$ cat config.mk
export PLATFORM = sky130hd
export DESIGN_NAME = clkgate_link_ctrl
export DESIGN_NICKNAME = d
export VERILOG_FILES = /design/src/rtl/clkgate_pkg.sv /design/src/rtl/clkgate_force_reg.sv /design/src/rtl/clkgate_link_fsm.sv /design/src/rtl/clkgate_idle_filter.sv /design/src/rtl/clkgate_link_ctrl.sv
export SDC_FILE = /design/constraint.sdc
export NUM_CORES = 1
export LEC_CHECK = 0
export ABC_AREA = 1
export BUFFER_PORTS_ARGS = -buffer_cell sky130_fd_sc_hd__buf_2
export CAP_MARGIN = 20
export CORE_AREA = 2 2 39 41
export CTS_CLUSTER_DIAMETER = 150
export DETAILED_ROUTE_END_ITERATION = 6
export DIE_AREA = 0 0 41 43
export PLACE_DENSITY_LB_ADDON = 0.05
export SETUP_SLACK_MARGIN = 0.05
export SLEW_MARGIN = 20
export SYNTH_ARGS = -nofsm -noshare
export SYNTH_HDL_FRONTEND = slang
export SYNTH_SLANG_ARGS = --single-unit
export TNS_END_PERCENT = 10
$ cat constraint.sdc
create_clock -name clk -period 2.48 [get_ports clk]
set_input_delay 0 -clock clk [delete_from_list [all_inputs] [get_ports clk]]
set_output_delay 0 -clock clk [all_outputs]
set_load 0.02 [all_outputs]
$ cat src/rtl/clkgate_pkg.sv
package clkgate_pkg;

  typedef enum logic [1:0] {
    BUS_PCI     = 2'd0,
    BUS_CARDBUS = 2'd1,
    BUS_USB     = 2'd2,
    BUS_SUBISA  = 2'd3
  } bus_mode_e;

  typedef enum logic [1:0] {
    LCMD_ACTIVE = 2'd0,
    LCMD_WARM   = 2'd1,
    LCMD_COLD   = 2'd2,
    LCMD_HOLD   = 2'd3
  } link_cmd_e;

  typedef enum logic [1:0] {
    LS_ACTIVE  = 2'd0,
    LS_WARM    = 2'd1,
    LS_COLD    = 2'd2,
    LS_RELEASE = 2'd3
  } link_state_e;

  typedef struct packed {
    logic rst;
    logic bclk;
    logic sync;
  } link_pins_t;

  // Does the bus mode allow the clock to be ignored at all?
  function automatic logic mode_permits_gate(logic [1:0] mode, logic usb_susp);
    case (mode)
      BUS_PCI, BUS_CARDBUS: return 1'b1;
      BUS_USB:              return usb_susp;
      default:              return 1'b0;
    endcase
  endfunction

  // Pin levels for each link state.
  function automatic link_pins_t pins_for_state(link_state_e s);
    link_pins_t p;
    case (s)
      LS_ACTIVE: p = '{rst: 1'b0, bclk: 1'b1, sync: 1'b1};
      LS_COLD:   p = '{rst: 1'b1, bclk: 1'b0, sync: 1'b0};
      default:   p = '{rst: 1'b0, bclk: 1'b0, sync: 1'b0};
    endcase
    return p;
  endfunction

  // Link state transition for one command.
  function automatic link_state_e next_link_state(link_state_e cur, logic [1:0] cmd);
    link_state_e n;
    n = cur;
    case (cmd)
      LCMD_ACTIVE: n = (cur == LS_COLD) ? LS_RELEASE : LS_ACTIVE;
      LCMD_WARM:   n = LS_WARM;
      LCMD_COLD:   n = LS_COLD;
      default:     n = cur;
    endcase
    return n;
  endfunction

  // Saturating increment of the idle run counter.
  function automatic int unsigned run_step(int unsigned cnt, logic idle, int unsigned limit);
    if (!idle) return 0;
    if (cnt >= limit) return limit;
    return cnt + 1;
  endfunction

endpackage

$ cat src/rtl/clkgate_force_reg.sv
module clkgate_force_reg (
  input  logic clk,
  input  logic rst_n,
  input  logic wr_en,
  input  logic wr_data,
  output logic force_on
);
  always_ff @(posedge clk or negedge rst_n) begin
    if (!rst_n)     force_on <= 1'b0;
    else if (wr_en) force_on <= wr_data;
  end
endmodule

$ cat src/rtl/clkgate_link_fsm.sv
module clkgate_link_fsm
  import clkgate_pkg::*;
(
  input  logic        clk,
  input  logic        rst_n,
  input  logic [1:0]  cmd,
  output link_state_e state,
  output logic        link_down,
  output logic        pin_rst,
  output logic        pin_bclk,
  output logic        pin_sync
);
  link_state_e state_q, state_d;
  link_pins_t  pins;

  always_comb state_d = next_link_state(state_q, cmd);

  always_ff @(posedge clk or negedge rst_n) begin
    if (!rst_n) state_q <= LS_COLD;
    else        state_q <= state_d;
  end

  always_comb begin
    pins      = pins_for_state(state_q);
    // Link counts as down only if it is down now and is not being woken.
    link_down = (state_q != LS_ACTIVE) && (cmd != LCMD_ACTIVE);
  end

  assign state    = state_q;
  assign pin_rst  = pins.rst;
  assign pin_bclk = pins.bclk;
  assign pin_sync = pins.sync;
endmodule

$ cat src/rtl/clkgate_idle_filter.sv
module clkgate_idle_filter #(
  parameter int unsigned HOLD = 4
) (
  input  logic clk,
  input  logic rst_n,
  input  logic idle_ok,
  output logic clk_en,
  output logic hold_met
);
  localparam int unsigned CW = $clog2(HOLD + 1);

  logic [CW-1:0] run_q;

  always_ff @(posedge clk or negedge rst_n) begin
    if (!rst_n) run_q <= '0;
    else        run_q <= CW'(clkgate_pkg::run_step(int'(run_q), idle_ok, HOLD));
  end

  assign hold_met = (run_q == CW'(HOLD));
  // Wake path is purely combinational from idle_ok.
  assign clk_en   = !(idle_ok && hold_met);
endmodule

$ cat src/rtl/clkgate_link_ctrl.sv
module clkgate_link_ctrl
  import clkgate_pkg::*;
#(
  parameter int unsigned NUM_DSP     = 2,
  parameter int unsigned HOLD_CYCLES = 4
) (
  input  logic               clk,
  input  logic               rst_n,
  input  logic [1:0]         bus_mode,
  input  logic [NUM_DSP-1:0] dsp_pd,
  input  logic [1:0]         link_cmd,
  input  logic               usb_suspended,
  input  logic               host_restart,
  input  logic               cfg_wr_en,
  input  logic               cfg_wr_data,
  output logic               clk_en,
  output logic               link_reset,
  output logic               bitclk_en,
  output logic               sync_en
);
  logic        force_on_q;
  logic        link_down;
  logic        dsp_all_down;
  logic        mode_ok;
  logic        idle_ok;
  logic        hold_met;
  link_state_e link_state;

  clkgate_force_reg u_force (
    .clk     (clk),
    .rst_n   (rst_n),
    .wr_en   (cfg_wr_en),
    .wr_data (cfg_wr_data),
    .force_on(force_on_q)
  );

  clkgate_link_fsm u_link (
    .clk      (clk),
    .rst_n    (rst_n),
    .cmd      (link_cmd),
    .state    (link_state),
    .link_down(link_down),
    .pin_rst  (link_reset),
    .pin_bclk (bitclk_en),
    .pin_sync (sync_en)
  );

  always_comb begin
    dsp_all_down = &dsp_pd;
    mode_ok      = mode_permits_gate(bus_mode, usb_suspended);
    idle_ok      = dsp_all_down && link_down && !force_on_q && !host_restart && mode_ok;
  end

  clkgate_idle_filter #(.HOLD(HOLD_CYCLES)) u_filt (
    .clk     (clk),
    .rst_n   (rst_n),
    .idle_ok (idle_ok),
    .clk_en  (clk_en),
    .hold_met(hold_met)
  );
endmodule

* Word level (Yosys, flattened, before mapping) *
Index checks and enable logic that the tools add are counted.

cells by class
  add/sub/neg operators = 1
  $mul = 0
  divide/modulo/power cells = 0
  $lt $le $gt $ge = 1
  equal/unequal tests = 6
  shifts and indexed selects = 0
  muxes and demuxes = 9
  bitwise gates (word level) = 0
  reductions and logical operators = 17

operators by type and width
  kind                                                      count
  two-way mux 3 bit                                         3
  == test 2 bit, second input constant                      3
  logical AND 1 bit                                         6
  zero test 2 bit                                           3
  case mux 2 bit (3 select lines)                           1
  case mux 3 bit (2 select lines)                           1
  == test 2 x 1 -> 1 bit, second input constant             2
  nonzero test 2 bit                                        2
  adder 3 x 1 -> 3 bit, second input constant               1
  == test 3 bit, second input constant                      1
  greater-or-equal comparator 3 bit, second input constant  1
  zero test 1 bit                                           3
  nonzero test 3 bit                                        1
  two-way mux 1 bit                                         2
  two-way mux 2 bit                                         1
  case mux 1 bit (2 select lines)                           1
  AND reduction 2 bit                                       1
  OR reduction 2 bit                                        1

word-level totals
  register bits = 6
  bits in latches = 0
  RAM bits = 0
  ROM bits = 0
  bits of input ports = 12
  memories = 0

* Depth between registers and ports, before layout *
  word-level depth = 9
  gate-level depth with buffers = 7

* Modules after synthesis *
From an unflattened synthesis, not the netlist that was laid out.

second synthesis, totals
  cells, all modules = 53
  area total of the unflattened synthesis = 400.4 um^2

modules (own cells, without submodules)
  module               times used  cells each  area an instance (um^2)  seq. area each (um^2)
  clkgate_link_fsm     1           23          180.2                    51.3
  clkgate_idle_filter  1           18          148.9                    75.1
  clkgate_force_reg    1           5           40.0                     25.0
  clkgate_link_ctrl    1           7           31.3                     0.0

* Worst setup path after synthesis *
Ideal clock, no wire load.

  path type = register to register
  from = register u_link.state_q[1], in the netlist u_link.state[1]
  to = register u_link.state_q[0], in the netlist u_link.state[0]
  library setup time = 0.073 ns
  arrival time = 1.007 ns
  slack = 1.400 ns
  cell stages (with the launch flop) = 5
  path through = dfstp_2 inv_1 nor2_2 nand2_2 a21oi_2

between the ends
  longest elaborated chain between the ends = 3

ends and longest elaborated chain
  item                             line                    text
  start: declaration               clkgate_link_fsm.sv:13  link_state_e state_q, state_d;
  start signal: assignment         clkgate_link_fsm.sv:20  else state_q <= state_d;
  == test 2 bit                    clkgate_pkg.sv:55       LCMD_ACTIVE: n = (cur == LS_COLD) ? LS_RELEASE : LS_ACTIVE;
  two-way mux 2 bit                clkgate_pkg.sv:55
  case mux 2 bit (3 select lines)  clkgate_pkg.sv:54       case (cmd)

No other way between the ends.
A chain may end at the register's enable or synchronous reset.

* Worst setup path in the final report *
  from = register u_link.state_q[1], in the netlist u_link.state[1]
  to = output port clk_en

between the ends
  longest elaborated chain between the ends = 8

ends and longest elaborated chain
  item                            line                       text
  nonzero test 2 bit              clkgate_link_fsm.sv:26     link_down = (state_q != LS_ACTIVE) && (cmd != LCMD_ACTIVE);
  logical AND 1 bit               clkgate_link_fsm.sv:26
  logical AND 1 bit (4 in a row)  clkgate_link_ctrl.sv:51    idle_ok = dsp_all_down && link_down && !force_on_q && !host_restart && mode_ok;
  logical AND 1 bit               clkgate_idle_filter.sv:21  assign clk_en = !(idle_ok && hold_met);
  zero test 1 bit                 clkgate_idle_filter.sv:21
  end: declaration                clkgate_link_ctrl.sv:16    output logic clk_en,

No other way between the ends.

==> results by group <==
Setup path
  • CP dominant cell by count: nor2_2
  • Critical path type: reg2out
  • Critical path's largest stage delay: roughly 0.54 ns
  • Crit end category: primary output
  • Cells along the critical path: nor2_2, nor2_2, nand4_1, buf_2
  • Worst EP required: between 2 and 2.5 ns
  • Crit-path slowest cell: dfstp_2
  • Setup crit start kind: flip-flop
  • Crit Path Max Fanout: 3
  • Critical Path AT: between 1 and 1.5 ns

Yosys
  • Distinct cells, synth: 15
  • Area share of the largest cell type after synthesis: 0.299
  • Synth Cell Area: around 420 sq um
  • Cell taking the most area after synthesis: dfrtp_1
  • Seq/Total Area, Yosys: 0.361
  • Register bit total from synthesis: 6
  • Synth area leaders: dfrtp_1 (30%), ha_1 (18%), inv_1 (11%)
  • Avg Cell Area, Syn: about 8.4 sq um
  • Cells after Synth: 50
  • Syn_nets: 68
  • Yosys warnings: 0

Final layout
  • Ant diodes: 0
  • Seq. cell area: approximately 150 sq um
  • Net count, final: 89
  • Design area: between 500 and 600 sq um
  • Layout area overhead: 31.9%
  • Most frequent cells in the layout: buf_2 (15), inv_1 (12), nand2_1 (7)
  • Share of cells above drive strength 1: 0.400
  • Commonest non-fill, non-tap cell in the layout: buf_2
  • Fill cells: between 100 and 150
  • Final Util: 0.400
  • Footprint of the multi-input gates: about 220 sq um

Hold path
  • Worst Hold Class: in2reg

STA
  • RSZ-0062 raised after global routing: false
  • FMAX: 816 MHz
  • Hold slack final: 0.0131 ns
  • TNS Setup: 0 ns
  • Post-layout min period: ~1.2 ns
  • Final setup fails: 0
  • Clock Skews: between 0.007 and 0.008 ns
  • Fin crit share: 0.494
  • Worst-margin pin slew: 0.202 ns
  • Rel. slew slack: 0.865
  • Hold Vio Cnt, Final: 0
  • Final slew viol count: 0

Placement
  • Area post-placement: slightly above 500 sq um
  • Post-DP HPWL: roughly 630 microns
  • Final RePlAce weighted congestion: slightly above 0.6
  • Port buffer count: 15

Route
  • Iter 0 DRT Violations: 10
  • Detailed-route wire length per cell: roughly 9.1 microns
  • Vias per cell: 4.12
  • Pre-antenna DRT Iters: 4
  • Via count: 354
  • Final wirelength: approximately 780 microns
  • # DRC: 0
  • Post-DRT Antenna Nets: 0

Clock network
  • Clock-pin slew on the worst setup and hold paths: around 0.040 ns
  • CTS root buf: clkbuf_4
  • Post-CTS Setup Inserts: 0
  • TritonCTS sink count: 6
  • Max clock buf depth: 2
  • Num CTS Buffers: 3
  • CTS H-tree lvls: 1
  • Clock Latency Late Sink: 0.25 ns
  • CTS tree: done

Power and ir drop
  • Total power: 0.000278 W
  • P_leak: a little over 0.3 nW
  • Power Dens Cells: slightly above 500 nW/um^2
  • Peak supply drop: 0.354 mV

Floorplan
  • Core ar.: roughly 1400 sq um
  • Die area: approximately 1800 sq um
  • # rows: 14
  • Starting density of the core: 0.303
  • Die width: approximately 40 microns
  • Die height: 43 microns
  • Io pins: 16

Global route
  • First-pass GRT wire length: roughly 1400 microns
  • GRT Total Usage: 0.117
  • Vias in the first global route: roughly 340
  • Total gr overflow: 0
  • Initial antenna violation count: 0
  • Largest net degree at the start of global routing: 7

Status
  • Status: finished, final reports clean

Run
  • Max-cap viol count: 0
==> sequential cells by signal, summed over array words and instances, names as in the netlist <==
signal,count
u_force.force_on,1
u_filt.run_q,3
u_link.state,2
==> layer usage <==
| layer | share of wire | global-route usage |
|---|---|---|
| met1 | 0.44 | 0.137 |
| met2 | 0.53 | 0.175 |
| met3 | 0.035 | 0.0471 |
| met4 | 0 | 0.0600 |
| met5 | 0 | 0 |
==> per-stage QoR <==
step                      std cells  worst slack, ns
after CTS                        86             1.25
after floorplan                  50             1.40
after global placement           80             1.51
after global routing             86             1.17
after detailed placement         80             1.50
final                            86             1.25
==> where the power goes <==
group          switching (W)   total, W  internal [W]  leakage [nW]
sequential        0.00000597   0.000112      0.000106        0.0764
clock              0.0000371  0.0000981     0.0000611        0.0150
combinational      0.0000400  0.0000678     0.0000278         0.214
total              0.0000830   0.000278      0.000195         0.305
==> cell families (layout without fill, tap and decap cells) <==
kind of cell | Yosys count | in the layout | share of synthesized area
AND/OR/NAND/NOR | 20 | 20 | 0.242
buffers and inverters | 13 | 33 | 0.125
adder cells (fa/ha/maj) | 6 | 6 | 0.179
flip-flops | 6 | 6 | 0.361
AO/OA/AOI/OAI | 4 | 4 | 0.0657
multiplexers | 1 | 1 | 0.0269
==> Yosys cell counts (all sizes together) <==
cell    n
dfrtp   5
nor2   10
nand4   1
nand2   8
a21oi   4
inv    12
dfstp   1
buf     1
mux2    1
ha      6
nand3   1
==> area by class of cell <==
type                    instances  area share
well taps                      16      0.0362
clock buffers                   4      0.0475
flip-flops and latches          6       0.274
repair buffers                 17       0.172
multi-input cells              31       0.389
inverters                      12      0.0814
==> what timing repair did <==
action,in CTS,in global routing
gates resized for setup,0,0
setup endpoints to repair,0,0
endpoints found under the hold margin,7,0
hold buffers,2,0
==> worst max-delay path, delay by kind of cell (launching register included) <==
kind / cells / cell delay, ns
buffers and inverters: 1 / 0.17
AND/OR/NAND/NOR: 3 / 0.28
flip-flops: 1 / 0.54
==> path summary, 6_finish.rpt <==
path                                    end       startpoint  depth (start not counted)  slack [ns]
max                                  clk_en  u_link.state[1]                          4        1.25
min                        u_force.force_on        cfg_wr_en                          2        0.01
max reg2reg                 u_filt.run_q[0]  u_link.state[1]                          4        1.51
min reg2reg                 u_filt.run_q[0]  u_filt.run_q[0]                          3        0.53
max in group asynchronous   u_link.state[1]            rst_n                          2        2.13
min in group asynchronous   u_filt.run_q[0]            rst_n                          2        0.12
(Power assumes the default switching activity.)
